==> src/rtl/arm_seek_pkg.sv <==
package arm_seek_pkg;

    localparam int HEAD_BIT  = 7;
    localparam int DIR_BIT   = 0;
    localparam int NUM_UNITS = 2;   // removable + fixed on one spindle

    typedef enum logic [0:0] {
        ST_IDLE   = 1'b0,
        ST_SETTLE = 1'b1
    } arm_state_e;

endpackage

==> src/rtl/arm_seek_alu.sv <==
module arm_seek_alu #(
    parameter int CYL_W   = 8,
    parameter int MAX_CYL = 203
) (
    input  logic [CYL_W-1:0] cur_cyl,
    input  logic [CYL_W-1:0] distance,
    input  logic             move_up,
    output logic [CYL_W-1:0] nxt_cyl,
    output logic             overrange
);
    localparam int SUM_W = CYL_W + 1;
    localparam logic [SUM_W-1:0] LIMIT = SUM_W'(MAX_CYL);

    logic [SUM_W-1:0] sum_up;

    always_comb begin
        sum_up    = {1'b0, cur_cyl} + {1'b0, distance};
        overrange = 1'b0;
        if (move_up) begin
            if (sum_up > LIMIT) begin
                overrange = 1'b1;
                nxt_cyl   = '0;
            end else begin
                nxt_cyl = sum_up[CYL_W-1:0];
            end
        end else if (distance > cur_cyl) begin
            nxt_cyl = '0;   // below track 0: pin at home, no error
        end else begin
            nxt_cyl = cur_cyl - distance;
        end
    end

    // a flagged result is always the home cylinder
    always_comb begin
        if (overrange) a_r5_wrap_home: assert (nxt_cyl == '0);
    end
endmodule

==> src/rtl/arm_settle_timer.sv <==
module arm_settle_timer #(
    parameter int SETTLE_CYCLES = 6
) (
    input  logic clk,
    input  logic rst_n,
    input  logic clear,
    input  logic start,
    output logic expired
);
    localparam int CNT_W = (SETTLE_CYCLES < 2) ? 1 : $clog2(SETTLE_CYCLES);
    localparam logic [CNT_W-1:0] LOAD = CNT_W'(SETTLE_CYCLES - 1);

    logic [CNT_W-1:0] cnt_q;

    always_ff @(posedge clk) begin
        if (!rst_n || clear) begin
            cnt_q <= '0;
        end else if (start) begin
            cnt_q <= LOAD;
        end else if (cnt_q != '0) begin
            cnt_q <= cnt_q - 1'b1;
        end
    end

    assign expired = (cnt_q == '0);

    // a load always starts the full window
    a_r7_timer_load: assert property (@(posedge clk) disable iff (!rst_n)
        (start && !clear) |=> (cnt_q == LOAD));
    a_r7_timer_bound: assert property (@(posedge clk) disable iff (!rst_n)
        cnt_q <= LOAD);
endmodule

==> src/rtl/arm_seek_ctrl.sv <==
module arm_seek_ctrl #(
    parameter int CYL_W         = 8,
    parameter int MAX_CYL       = 203,
    parameter int SETTLE_CYCLES = 6
) (
    input  logic             clk,
    input  logic             rst_n,
    input  logic             media_attach,
    input  logic             cmd_valid,
    input  logic             cmd_is_seek,
    input  logic             cmd_unit,
    input  logic [7:0]       cmd_sector,
    input  logic [7:0]       cmd_count,
    output logic [CYL_W-1:0] cyl_removable,
    output logic [CYL_W-1:0] cyl_fixed,
    output logic             head_sel,
    output logic             seek_busy,
    output logic             seek_err
);
    import arm_seek_pkg::*;

    arm_state_e       state_q, state_d;
    logic [CYL_W-1:0] cyl_q [NUM_UNITS];
    logic [CYL_W-1:0] sel_cyl, alu_cyl;
    logic             alu_over, head_q, err_q;
    logic             accept_seek, plain_cmd, settle_done;

    assign accept_seek = cmd_valid && cmd_is_seek && !media_attach && (state_q == ST_IDLE);
    assign plain_cmd   = cmd_valid && !cmd_is_seek && !media_attach;
    assign sel_cyl     = cyl_q[cmd_unit];

    arm_seek_alu #(.CYL_W(CYL_W), .MAX_CYL(MAX_CYL)) u_alu (
        .cur_cyl  (sel_cyl),
        .distance (CYL_W'(cmd_count)),
        .move_up  (cmd_sector[DIR_BIT]),
        .nxt_cyl  (alu_cyl),
        .overrange(alu_over)
    );

    arm_settle_timer #(.SETTLE_CYCLES(SETTLE_CYCLES)) u_timer (
        .clk    (clk),
        .rst_n  (rst_n),
        .clear  (media_attach),
        .start  (accept_seek),
        .expired(settle_done)
    );

    // next-state logic
    always_comb begin
        state_d = state_q;
        unique case (state_q)
            ST_IDLE:   if (accept_seek) state_d = ST_SETTLE;
            ST_SETTLE: if (settle_done) state_d = ST_IDLE;
            default:   state_d = ST_IDLE;
        endcase
        if (media_attach) state_d = ST_IDLE;
    end

    // state register
    always_ff @(posedge clk) begin
        if (!rst_n) state_q <= ST_IDLE;
        else        state_q <= state_d;
    end

    // output registers: head and error
    always_ff @(posedge clk) begin
        if (!rst_n || media_attach) begin
            head_q <= 1'b0;
            err_q  <= 1'b0;
        end else if (accept_seek) begin
            head_q <= cmd_sector[HEAD_BIT];
            err_q  <= alu_over;
        end else if (plain_cmd) begin
            err_q  <= 1'b0;
        end
    end

    // one cylinder register per disk, all driven by the shared arm
    for (genvar u = 0; u < NUM_UNITS; u++) begin : g_unit
        always_ff @(posedge clk) begin
            if (!rst_n || media_attach) cyl_q[u] <= '0;
            else if (accept_seek)       cyl_q[u] <= alu_cyl;
        end
    end

    assign cyl_removable = cyl_q[0];
    assign cyl_fixed     = cyl_q[1];
    assign head_sel      = head_q;
    assign seek_err      = err_q;
    assign seek_busy     = (state_q == ST_SETTLE);

    // attach homes the arm
    a_r1_attach_home: assert property (@(posedge clk) disable iff (!rst_n)
        media_attach |=> (cyl_removable == '0 && !seek_busy && !seek_err && !head_sel));
    // cylinder never beyond the last one
    a_r5_in_range: assert property (@(posedge clk) disable iff (!rst_n)
        cyl_removable <= CYL_W'(MAX_CYL));
    // shared arm keeps both disks on one cylinder
    a_r6_arms_equal: assert property (@(posedge clk) disable iff (!rst_n)
        cyl_removable == cyl_fixed);
    // an accepted seek raises busy
    a_r7_busy_rise: assert property (@(posedge clk) disable iff (!rst_n)
        (cmd_valid && cmd_is_seek && !seek_busy && !media_attach) |=> seek_busy);
    // seeks while busy leave the arm alone
    a_r8_ignore_busy: assert property (@(posedge clk) disable iff (!rst_n)
        (seek_busy && !media_attach) |=> ($stable(cyl_removable) && $stable(head_sel)));
    // a plain command clears the error
    a_r9_plain_clear: assert property (@(posedge clk) disable iff (!rst_n)
        (cmd_valid && !cmd_is_seek) |=> !seek_err);
endmodule

==> config.mk <==
export PLATFORM = sky130hd
export DESIGN_NAME = arm_seek_ctrl
export DESIGN_NICKNAME = d
export VERILOG_FILES = /design/src/rtl/arm_seek_pkg.sv /design/src/rtl/arm_seek_alu.sv /design/src/rtl/arm_settle_timer.sv /design/src/rtl/arm_seek_ctrl.sv
export SDC_FILE = /design/constraint.sdc
export NUM_CORES = 1
export LEC_CHECK = 0
export ABC_AREA = 1
export ABC_CLOCK_PERIOD_IN_PS = 2800
export BUFFER_PORTS_ARGS = -buffer_cell sky130_fd_sc_hd__buf_2
export CAP_MARGIN = 0
export CORE_MARGIN = 4
export CORE_UTILIZATION = 50
export CTS_CLUSTER_DIAMETER = 60
export CTS_CLUSTER_SIZE = 25
export DETAILED_ROUTE_END_ITERATION = 10
export PLACE_DENSITY_LB_ADDON = 0.05
export SLEW_MARGIN = 20
export SYNTH_ARGS = -nofsm -noshare
export SYNTH_HDL_FRONTEND = slang
export SYNTH_SLANG_ARGS = --single-unit
==> constraint.sdc <==
create_clock -name clk -period 2.8 [get_ports clk]
set_input_delay 0.42 -clock clk [delete_from_list [all_inputs] [get_ports clk]]
set_output_delay 0.42 -clock clk [all_outputs]
set_load 0.02 [all_outputs]
==> results of run 1 <==
==> path summary, 6_finish.rpt <==
path         depth (start not counted)                   endpoint
min reg2reg                          1      head_sel$_SDFFE_PP0P_
max                                 11  cyl_q[0][1]$_SDFFCE_PN0P_
max reg2reg                         11  cyl_q[0][1]$_SDFFCE_PN0P_
min                                  2      head_sel$_SDFFE_PP0P_
==> cells in the final DEF, fill, tap and decap left out, drive strengths merged <==
cell type,count
a21oi,18
a22o,1
a31oi,1
and2,1
buf,33
clkbuf,4
dfxtp,6
edfxtp,8
fa,2
ha,19
inv,41
nand2,46
nand3,23
nand3b,2
nand4,12
nor2,20
nor3,2
nor4,1
o211ai,1
o21a,1
o21ai,5
o21bai,2
o31ai,2
xor2,3
==> power groups by stage <==
stage,Combinational [uW],Clock [uW],Sequential (uW)
2_1_floorplan,221,0,250
3_5_place_dp,282,0,244
3_3_place_gp,282,0,243
4_1_cts,285,152,239
6_report,285,149,239
5_1_grt,322,158,241
==> layout make-up <==
class	count	area [sq um]
Inverter	41	154
Multi-Input combinational cell	162	1030
Fill cell	344	1300
Clock buffer	4	36.3
Tap cell	44	55.1
Sequential cell	14	360
Timing Repair Buffer	33	165
==> per-layer routing <==
metal | global-route usage, % | part of all wire (%) | routed length (microns) | up-vias
met1 | 25.0 | 48 | 1730 | 670
met2 | 29.0 | 47 | 1700 | 35
met4 | 3.89 | 0.39 | 14 | 0
met3 | 1.03 | 4.8 | 174 | 2
met5 | 0 | 0 | 0 | -
li1 | - | - | - | 795
==> synthesized netlist by cell type <==
cell,instances,share of area (%)
xor2_1,3,1.6
o21bai_1,2,0.91
buf_2,1,0.30
nand4_1,12,4.5
nand3_2,3,1.8
nand2_2,2,0.76
o21ai_0,5,1.5
nor2_1,19,4.3
clkbuf_1,8,1.8
nor3_1,2,0.60
nand3b_1,2,0.91
dfxtp_1,6,7.3
nand2_1,42,9.5
nand2_4,2,1.4
edfxtp_1,8,15
a31oi_1,1,0.38
nand3_1,20,6.0
fa_1,2,2.4
a22o_1,1,0.53
a21oi_2,6,3.2
buf_4,10,4.5
inv_1,36,8.2
o211ai_1,1,0.45
inv_2,5,1.1
a21oi_1,11,3.3
nor2_4,1,0.68
and2_1,1,0.38
ha_1,19,14
o31ai_1,2,0.91
o21a_1,1,0.45
a21oi_4,1,0.98
nor4_1,1,0.38
==> flip-flops by register name, summed over array words and instances (netlist names) <==
register	flops
seek_err	1
seek_busy	1
cyl_q	8
head_sel	1
u_timer.cnt_q	3
==> through the flow <==
step	total power, uW	instances	instance area [sq um]	hold WS, ps	utilization [%]
final	673	298	1800	357	58.1
after global routing	721	298	1800	359	58.1
after CTS	676	298	1800	352	58.1
after detailed placement	526	294	1770	452	56.9
after global placement	526	294	1770	454	56.9
after floorplan	471	236	1660	494	-
==> cell families (layout without fill, tap and decap cells) <==
family	count (synthesis)	in the layout	share of synthesized area (%)
AND/OR/NAND/NOR	107	107	31.3
buffers and inverters	60	78	15.9
AO/OA/AOI/OAI	31	31	12.6
adder cells (fa/ha/maj)	21	21	16.8
flip-flops	14	14	21.8
XOR/XNOR	3	3	1.59
==> impl_metrics.toml, run 1 <==
[run_status]
outcome = "completed"

[power_and_ir_drop]
p_leak_uw = 0.000959
seqPwrFrac_pct = 35.5
pwr-share-clk_pct = 22.2
combPwrFrac_pct = 42.4
switching_share_pct = 39.8
irDropWorstVdd_mv = 0.250
powerDensity_mw_per_mm2 = 373
intPower_uw = 405
p_switching_uw = 268

[final_layout]
area_growth_syn_to_layout_pct = 8.84
antenna_cells = 0
final_nets = 298
layout-drive-gt1-share_pct = 22.4

[timing]
tightest_slew_ps = 482
timing.slew.headroom_pct = 67.6
fin_crit_sh_pct = 82.9
setup_tns_ps = 0
timing.fmax_mhz = 431
setup_slack_ps = 478
rsz0062_at_grt = "false"
skew_ps = 1.01
finalHoldViolCount = 0
fin_crit_ps = 2320
setup_viol = 0
slew_viol_final = 0

[worst_setup_path]
crit_start = "cyl_q[0][0]$_SDFFCE_PN0P_"
startpoint_type = "register"
crit_required_ps = 2930
cp_slowest_cell = "fa_1"
crit_family = "adder cells"
critPathMaxFanout = 6
r2r_start = "cyl_q[0][0]$_SDFFCE_PN0P_"
crit_path_end_kind = "register"
cp_cell_sequence = "ha_1 > inv_1 > fa_1 > inv_1 > nand3_2 > nand2_2 > xor2_1 > nand3_2 > nand2_4 > nand3_1 > a21oi_1"
crit_type = "reg -> reg"
crit_arrival_ps = 2450
path_buf_inv = 2
slowest_delay_ps = 420
r2r_slack_ps = 480

[clock_tree]
holdBufCountCts = 0
cts_max_level = 1
cts_sinks = 14
path_clk_slew_ps = 90
tritoncts = "built"
post_cts_buffers = 0
clock_latency_ps = 280
clockBufferDepth = 2
cts_root_buf = "clkbuf_4"
ctsResizeCount = 0
cts_buffers = 3

[grt]
track_usage_pct = 17.5
grt_max_degree = 13
grt_pass1_vias = 1379
antenna_found_initial = 0
grt_pass1_wl_microns = 6080
grt-ovfl-total = 0

[placed_design]
port_buffers = 33
dp_hpwl_microns = 2960
post-place-ws_ps = 395
gp_congestion = 0.855

[logic_synthesis]
synth.avg_cell_area_sq_um = 7.01
yosysSeqAreaShare_pct = 21.8
syn_area_sq_mm = 0.00166
synth_cells = 236
synth_cell_types = 32
synth_warnings = 0
syn-num-nets = 279
synth_seq_cells = 14

[floorplanning]
die_y_microns = 65.5
dieArea_sq_mm = 0.00430
pin_count = 41
core_area_sq_mm = 0.00310
row_count = 20
die_w_microns = 65.5
start_util_pct = 53.3

[routing]
via_count = 1502
wire_per_inst_microns = 12.1
first_pass_iters = 4
ant_nets = 0
vias_per_cell = 5.04
drt_iter0_drc = 131
drcViolationCount = 0
routed_wl_microns = 3620

[flow_run]
cap_violations = 0

[min_path]
min_path_type = "in -> reg"
hold_start = "cmd_sector[7]"
No activity file was read; power rests on OpenSTA's default activity.
==> inputs of run 2 (changes only) <==
Settings changed: ABC_CLOCK_PERIOD_IN_PS 2800 to 2370.
Clock period 2.8 ns to 2.37 ns, I/O delays scaled along.
==> run 2 against run 1 <==
Clock skew rose by 5.7 ps. Count of clock-buffer cells in the layout is the same. Total power is 20% higher. Register-to-register slack lost 320 ps. Flip-flop and latch count did not move. Hold slack worse by 67 ps.
==> impl_metrics.toml, run 2 (same netlist as run 1, synthesis figures left out) <==
[final_layout]
final_cells = 303
antenna_cells = 0
layout-drive-gt1-share_pct = 24.7
area_growth_syn_to_layout_pct = 11.5
nFillCells = 325
largest_reg_flops = 8
top_register = "cyl_q"
mostFrequentLayoutCell = "nand2_1"
final_core_util_pct = 59.5
final_nets = 303
reg.largest.list = "cyl_q x8, u_timer.cnt_q x3"
fin_area_sq_mm = 0.00185
mostFrequentLayoutCells = "nand2_1, inv_1, buf_2, nand3_1"

[placed_design]
place_area_sq_mm = 0.00180
port_buffers = 33
post-place-cells = 298
gp_congestion = 0.866
dp_hpwl_microns = 3050

[timing]
setup_tns_ps = 0
slew_viol_final = 0
fin_crit_sh_pct = 93.2
skew_ps = 6.73
fin_crit_ps = 2210
timing.fmax_mhz = 453
setup_viol = 0
rsz0062_at_grt = "false"
fin_hold_ws_ps = 290
timing.slew.headroom_pct = 68.3
tightest_slew_ps = 471
finalHoldViolCount = 0

[routing]
routed_wl_microns = 3750
vias_per_cell = 5.08
wire_per_inst_microns = 12.4
drcViolationCount = 0
drt_iter0_drc = 114
ant_nets = 0
via_count = 1538
first_pass_iters = 4

[clock_tree]
cts_buffers = 3
cts_max_level = 1
holdBufCountCts = 0
cts_root_buf = "clkbuf_4"
path_clk_slew_ps = 90
cts_sinks = 14
clockBufferDepth = 2
clock_latency_ps = 280
tritoncts = "built"

[grt]
track_usage_pct = 17.8
grt_pass1_vias = 1436
grt-ovfl-total = 0
grt_pass1_wl_microns = 6150
grt_max_degree = 13
antenna_found_initial = 0

[flow_run]
cap_violations = 0

[worst_setup_path]
cp_slowest_cell = "fa_1"
path_buf_inv = 2
crit_arrival_ps = 2340
crit_type = "reg -> reg"
crit_family = "adder cells"
crit_path_end_kind = "register"
cp_cell_sequence = "ha_1 > inv_1 > fa_1 > inv_1 > nand3_2 > nand2_2 > xor2_1 > nand3_2 > nand2_4 > nand3_1 > a21oi_1"
startpoint_type = "register"
crit_required_ps = 2500
slowest_delay_ps = 410
critPathMaxFanout = 6

[power_and_ir_drop]
p_leak_uw = 0.000983
powerDensity_mw_per_mm2 = 437
irDropWorstVdd_mv = 0.314

[run_status]
outcome = "completed"

[floorplanning]
die_w_microns = 65.5
die_y_microns = 65.5
core_area_sq_mm = 0.00310
dieArea_sq_mm = 0.00430
pin_count = 41
row_count = 20
start_util_pct = 53.3

[min_path]
min_path_type = "in -> reg"
[run 2: cell count changes in the layout (fill, tap and decap cells not counted)]
cell	change
buf_4	+5
a21oi_1	-1
a21oi_2	+1
nand2_1	-1
nand2_2	+1
[run 2: path summary, 6_finish.rpt]
check	startpoint	end	slack, ps	depth (start not counted)
worst min register to register	head_sel$_SDFFE_PP0P_	head_sel$_SDFFE_PP0P_	480	1
worst min-delay path	cmd_sector[7]	head_sel$_SDFFE_PP0P_	290	2
worst max register to register	cyl_q[0][0]$_SDFFCE_PN0P_	cyl_q[0][1]$_SDFFCE_PN0P_	160	11
worst max-delay path	cyl_q[0][0]$_SDFFCE_PN0P_	cyl_q[0][1]$_SDFFCE_PN0P_	160	11
[run 2: final cells by class]
cell class / count / area (sq um) / share of cell area (%)
multi-input cells: 162 / 1040 / 56.2
flip-flops and latches: 14 / 360 / 19.5
repair buffers: 38 / 203 / 11.0
inverters: 41 / 154 / 8.34
well taps: 44 / 55.1 / 2.98
clock buffers: 4 / 36.3 / 1.97
[run 2: what timing repair did]
| action | CTS | global route |
|---|---|---|
| resized for setup | 0 | 2 |
| setup endpoints to repair | 0 | 5 |
| endpoints found under the hold margin | 0 | 0 |
| buffers inserted | 0 | 1 |
[run 2: per-layer routing]
layer / part of all wire (%) / routed length [microns] / GRT usage [%]
met4: 0.53 / 20 / 4.15
met1: 49 / 1820 / 24.0
met5: 0 / 0 / 0
met3: 3.9 / 147 / 1.37
met2: 47 / 1750 / 30.7
[run 2: stage by stage]
step | power, uW | setup WS (ps)
2_1_floorplan | 557 | 162
3_3_place_gp | 631 | 125
3_5_place_dp | 633 | 118
4_1_cts | 807 | 141
5_1_grt | 859 | 4.47
6_report | 807 | 160
[run 2: power by group]
group          switching, uW  total (uW)  leakage (uW)  internal (uW)
clock                   80.3         174     0.0000210           93.4
sequential              11.3         282      0.000139            271
combinational            228         351      0.000824            123
total                    320         807      0.000983            487
==> inputs of run 3 (changes only) <==
Settings changed: RECOVER_POWER set to 25.
==> run 3 against run 2 <==
Sequential power is essentially flat. Critical path depth did not move. Combinational power is essentially flat. Die area is the same. Clock skew barely moved. Clock power about the same. Sequential share of layout area grew 0.066 points. Count of clock-buffer cells in the layout unchanged. Total power shrank 0.25%.
==> impl_metrics.toml, run 3 (same netlist as run 1, synthesis figures left out) <==
[final_layout]
reg.largest.list = "cyl_q x8, u_timer.cnt_q x3"
largest_reg_flops = 8
final_core_util_pct = 59.3
mostFrequentLayoutCell = "nand2_1"
top_register = "cyl_q"
layout-drive-gt1-share_pct = 22.8
area_growth_syn_to_layout_pct = 11.1
antenna_cells = 0
final_nets = 303
nFillCells = 327
multi_input_area_sq_mm = 0.00104
regArea_sq_um = 360
final_cells = 303
mostFrequentLayoutCells = "nand2_1, inv_1, buf_2, nand3_1"

[power_and_ir_drop]
p_leak_uw = 0.000963
power.total_uw = 805
powerDensity_mw_per_mm2 = 438
irDropWorstVdd_mv = 0.314

[worst_setup_path]
cp_cell_sequence = "ha_1 > inv_1 > fa_1 > inv_1 > nand3_2 > nand2_2 > xor2_1 > nand3_2 > nand2_4 > nand3_1 > a21oi_1"
crit_path_end_kind = "register"
startpoint_type = "register"
cp_slowest_cell = "fa_1"
critPathMaxFanout = 6
r2r_cells = 11
crit_type = "reg -> reg"
slowest_delay_ps = 410
cp.depth = 11
crit_required_ps = 2500
crit_arrival_ps = 2340
path_buf_inv = 2
crit_family = "adder cells"

[timing]
timing.slew.headroom_pct = 68.4
setup_viol = 0
tightest_slew_ps = 470
finalHoldViolCount = 0
skew_ps = 6.81
fin_crit_sh_pct = 93.2
setup_tns_ps = 0
rsz0062_at_grt = "false"
slew_viol_final = 0
setup_slack_ps = 160
fin_crit_ps = 2210
timing.fmax_mhz = 453

[routing]
drcViolationCount = 0
via_count = 1545
ant_nets = 0
routed_wl_microns = 3720
drt_iter0_drc = 114
vias_per_cell = 5.10
wire_per_inst_microns = 12.3
first_pass_iters = 4

[clock_tree]
cts_sinks = 14
tritoncts = "built"
cts_root_buf = "clkbuf_4"
clock_latency_ps = 280
cts_max_level = 1
path_clk_slew_ps = 90
holdBufCountCts = 0
clockBufferDepth = 2
cts_buffers = 3

[grt]
grt_pass1_vias = 1436
track_usage_pct = 17.8
grt-ovfl-total = 0
grt_max_degree = 13
grt.busiest_layer = "met2"
met2_usage_pct = 30.7
met1_usage_pct = 24.0
grt_pass1_wl_microns = 6150
met3_usage_pct = 1.37
antenna_found_initial = 0

[placed_design]
gp_congestion = 0.866
port_buffers = 33
post-place-cells = 298
dp_hpwl_microns = 3050
post-place-ws_ps = 118

[floorplanning]
core_area_sq_mm = 0.00310
die_y_microns = 65.5
dieArea_sq_mm = 0.00430
start_util_pct = 53.3
pin_count = 41
die_w_microns = 65.5
row_count = 20

[flow_run]
cap_violations = 0

[min_path]
min_path_type = "in -> reg"
hold_depth = 2

[run_status]
outcome = "completed"
## run 3: path summary, 6_finish.rpt
check                                               start                        end  slack (ps)
worst min register to register      head_sel$_SDFFE_PP0P_      head_sel$_SDFFE_PP0P_         480
worst max-delay path            cyl_q[0][0]$_SDFFCE_PN0P_  cyl_q[0][1]$_SDFFCE_PN0P_         160
worst min-delay path                        cmd_sector[7]      head_sel$_SDFFE_PP0P_         290
worst max register to register  cyl_q[0][0]$_SDFFCE_PN0P_  cyl_q[0][1]$_SDFFCE_PN0P_         160
## run 3: stage by stage
| step | hold WS, ps | area, sq um |
|---|---|---|
| after floorplan | 494 | 1660 |
| after global placement | 454 | 1800 |
| after detailed placement | 451 | 1800 |
| after CTS | 288 | 1830 |
| after global routing | 310 | 1840 |
| final | 291 | 1840 |
## run 3: worst register-to-register path: cells and delay by family, from the launching register on
| family | cells | cell delay, ps |
|---|---|---|
| AO/OA/AOI/OAI | 1 | 170 |
| adder cells (fa/ha/maj) | 2 | 580 |
| buffers and inverters | 2 | 170 |
| flip-flops | 1 | 380 |
| XOR/XNOR | 1 | 230 |
| AND/OR/NAND/NOR | 5 | 520 |
## run 3: report_power, final
part | switching, uW | internal [uW]
registers | 11.3 | 271
logic | 227 | 122
clock network | 79.9 | 93.4
total | 319 | 486
## run 3: cell type report
cell class | instances | area share, %
Timing Repair Buffer | 38 | 10.7
Clock buffer | 4 | 1.97
Inverter | 41 | 8.37
Multi-Input combinational cell | 162 | 56.4
Tap cell | 44 | 2.99
Sequential cell | 14 | 19.6
## run 3: repair_timing
item                       4_1_cts  5_1_grt
resized for setup                0        2
setup buffers                    0        1
setup endpoints to repair        0        5
## run 3: metal layers
| metal | vias up | part of all wire, % |
|---|---|---|
| met1 | 695 | 47 |
| met2 | 40 | 47 |
| met4 | 0 | 0.54 |
| li1 | 808 | - |
| met5 | - | 0 |
| met3 | 2 | 5.2 |
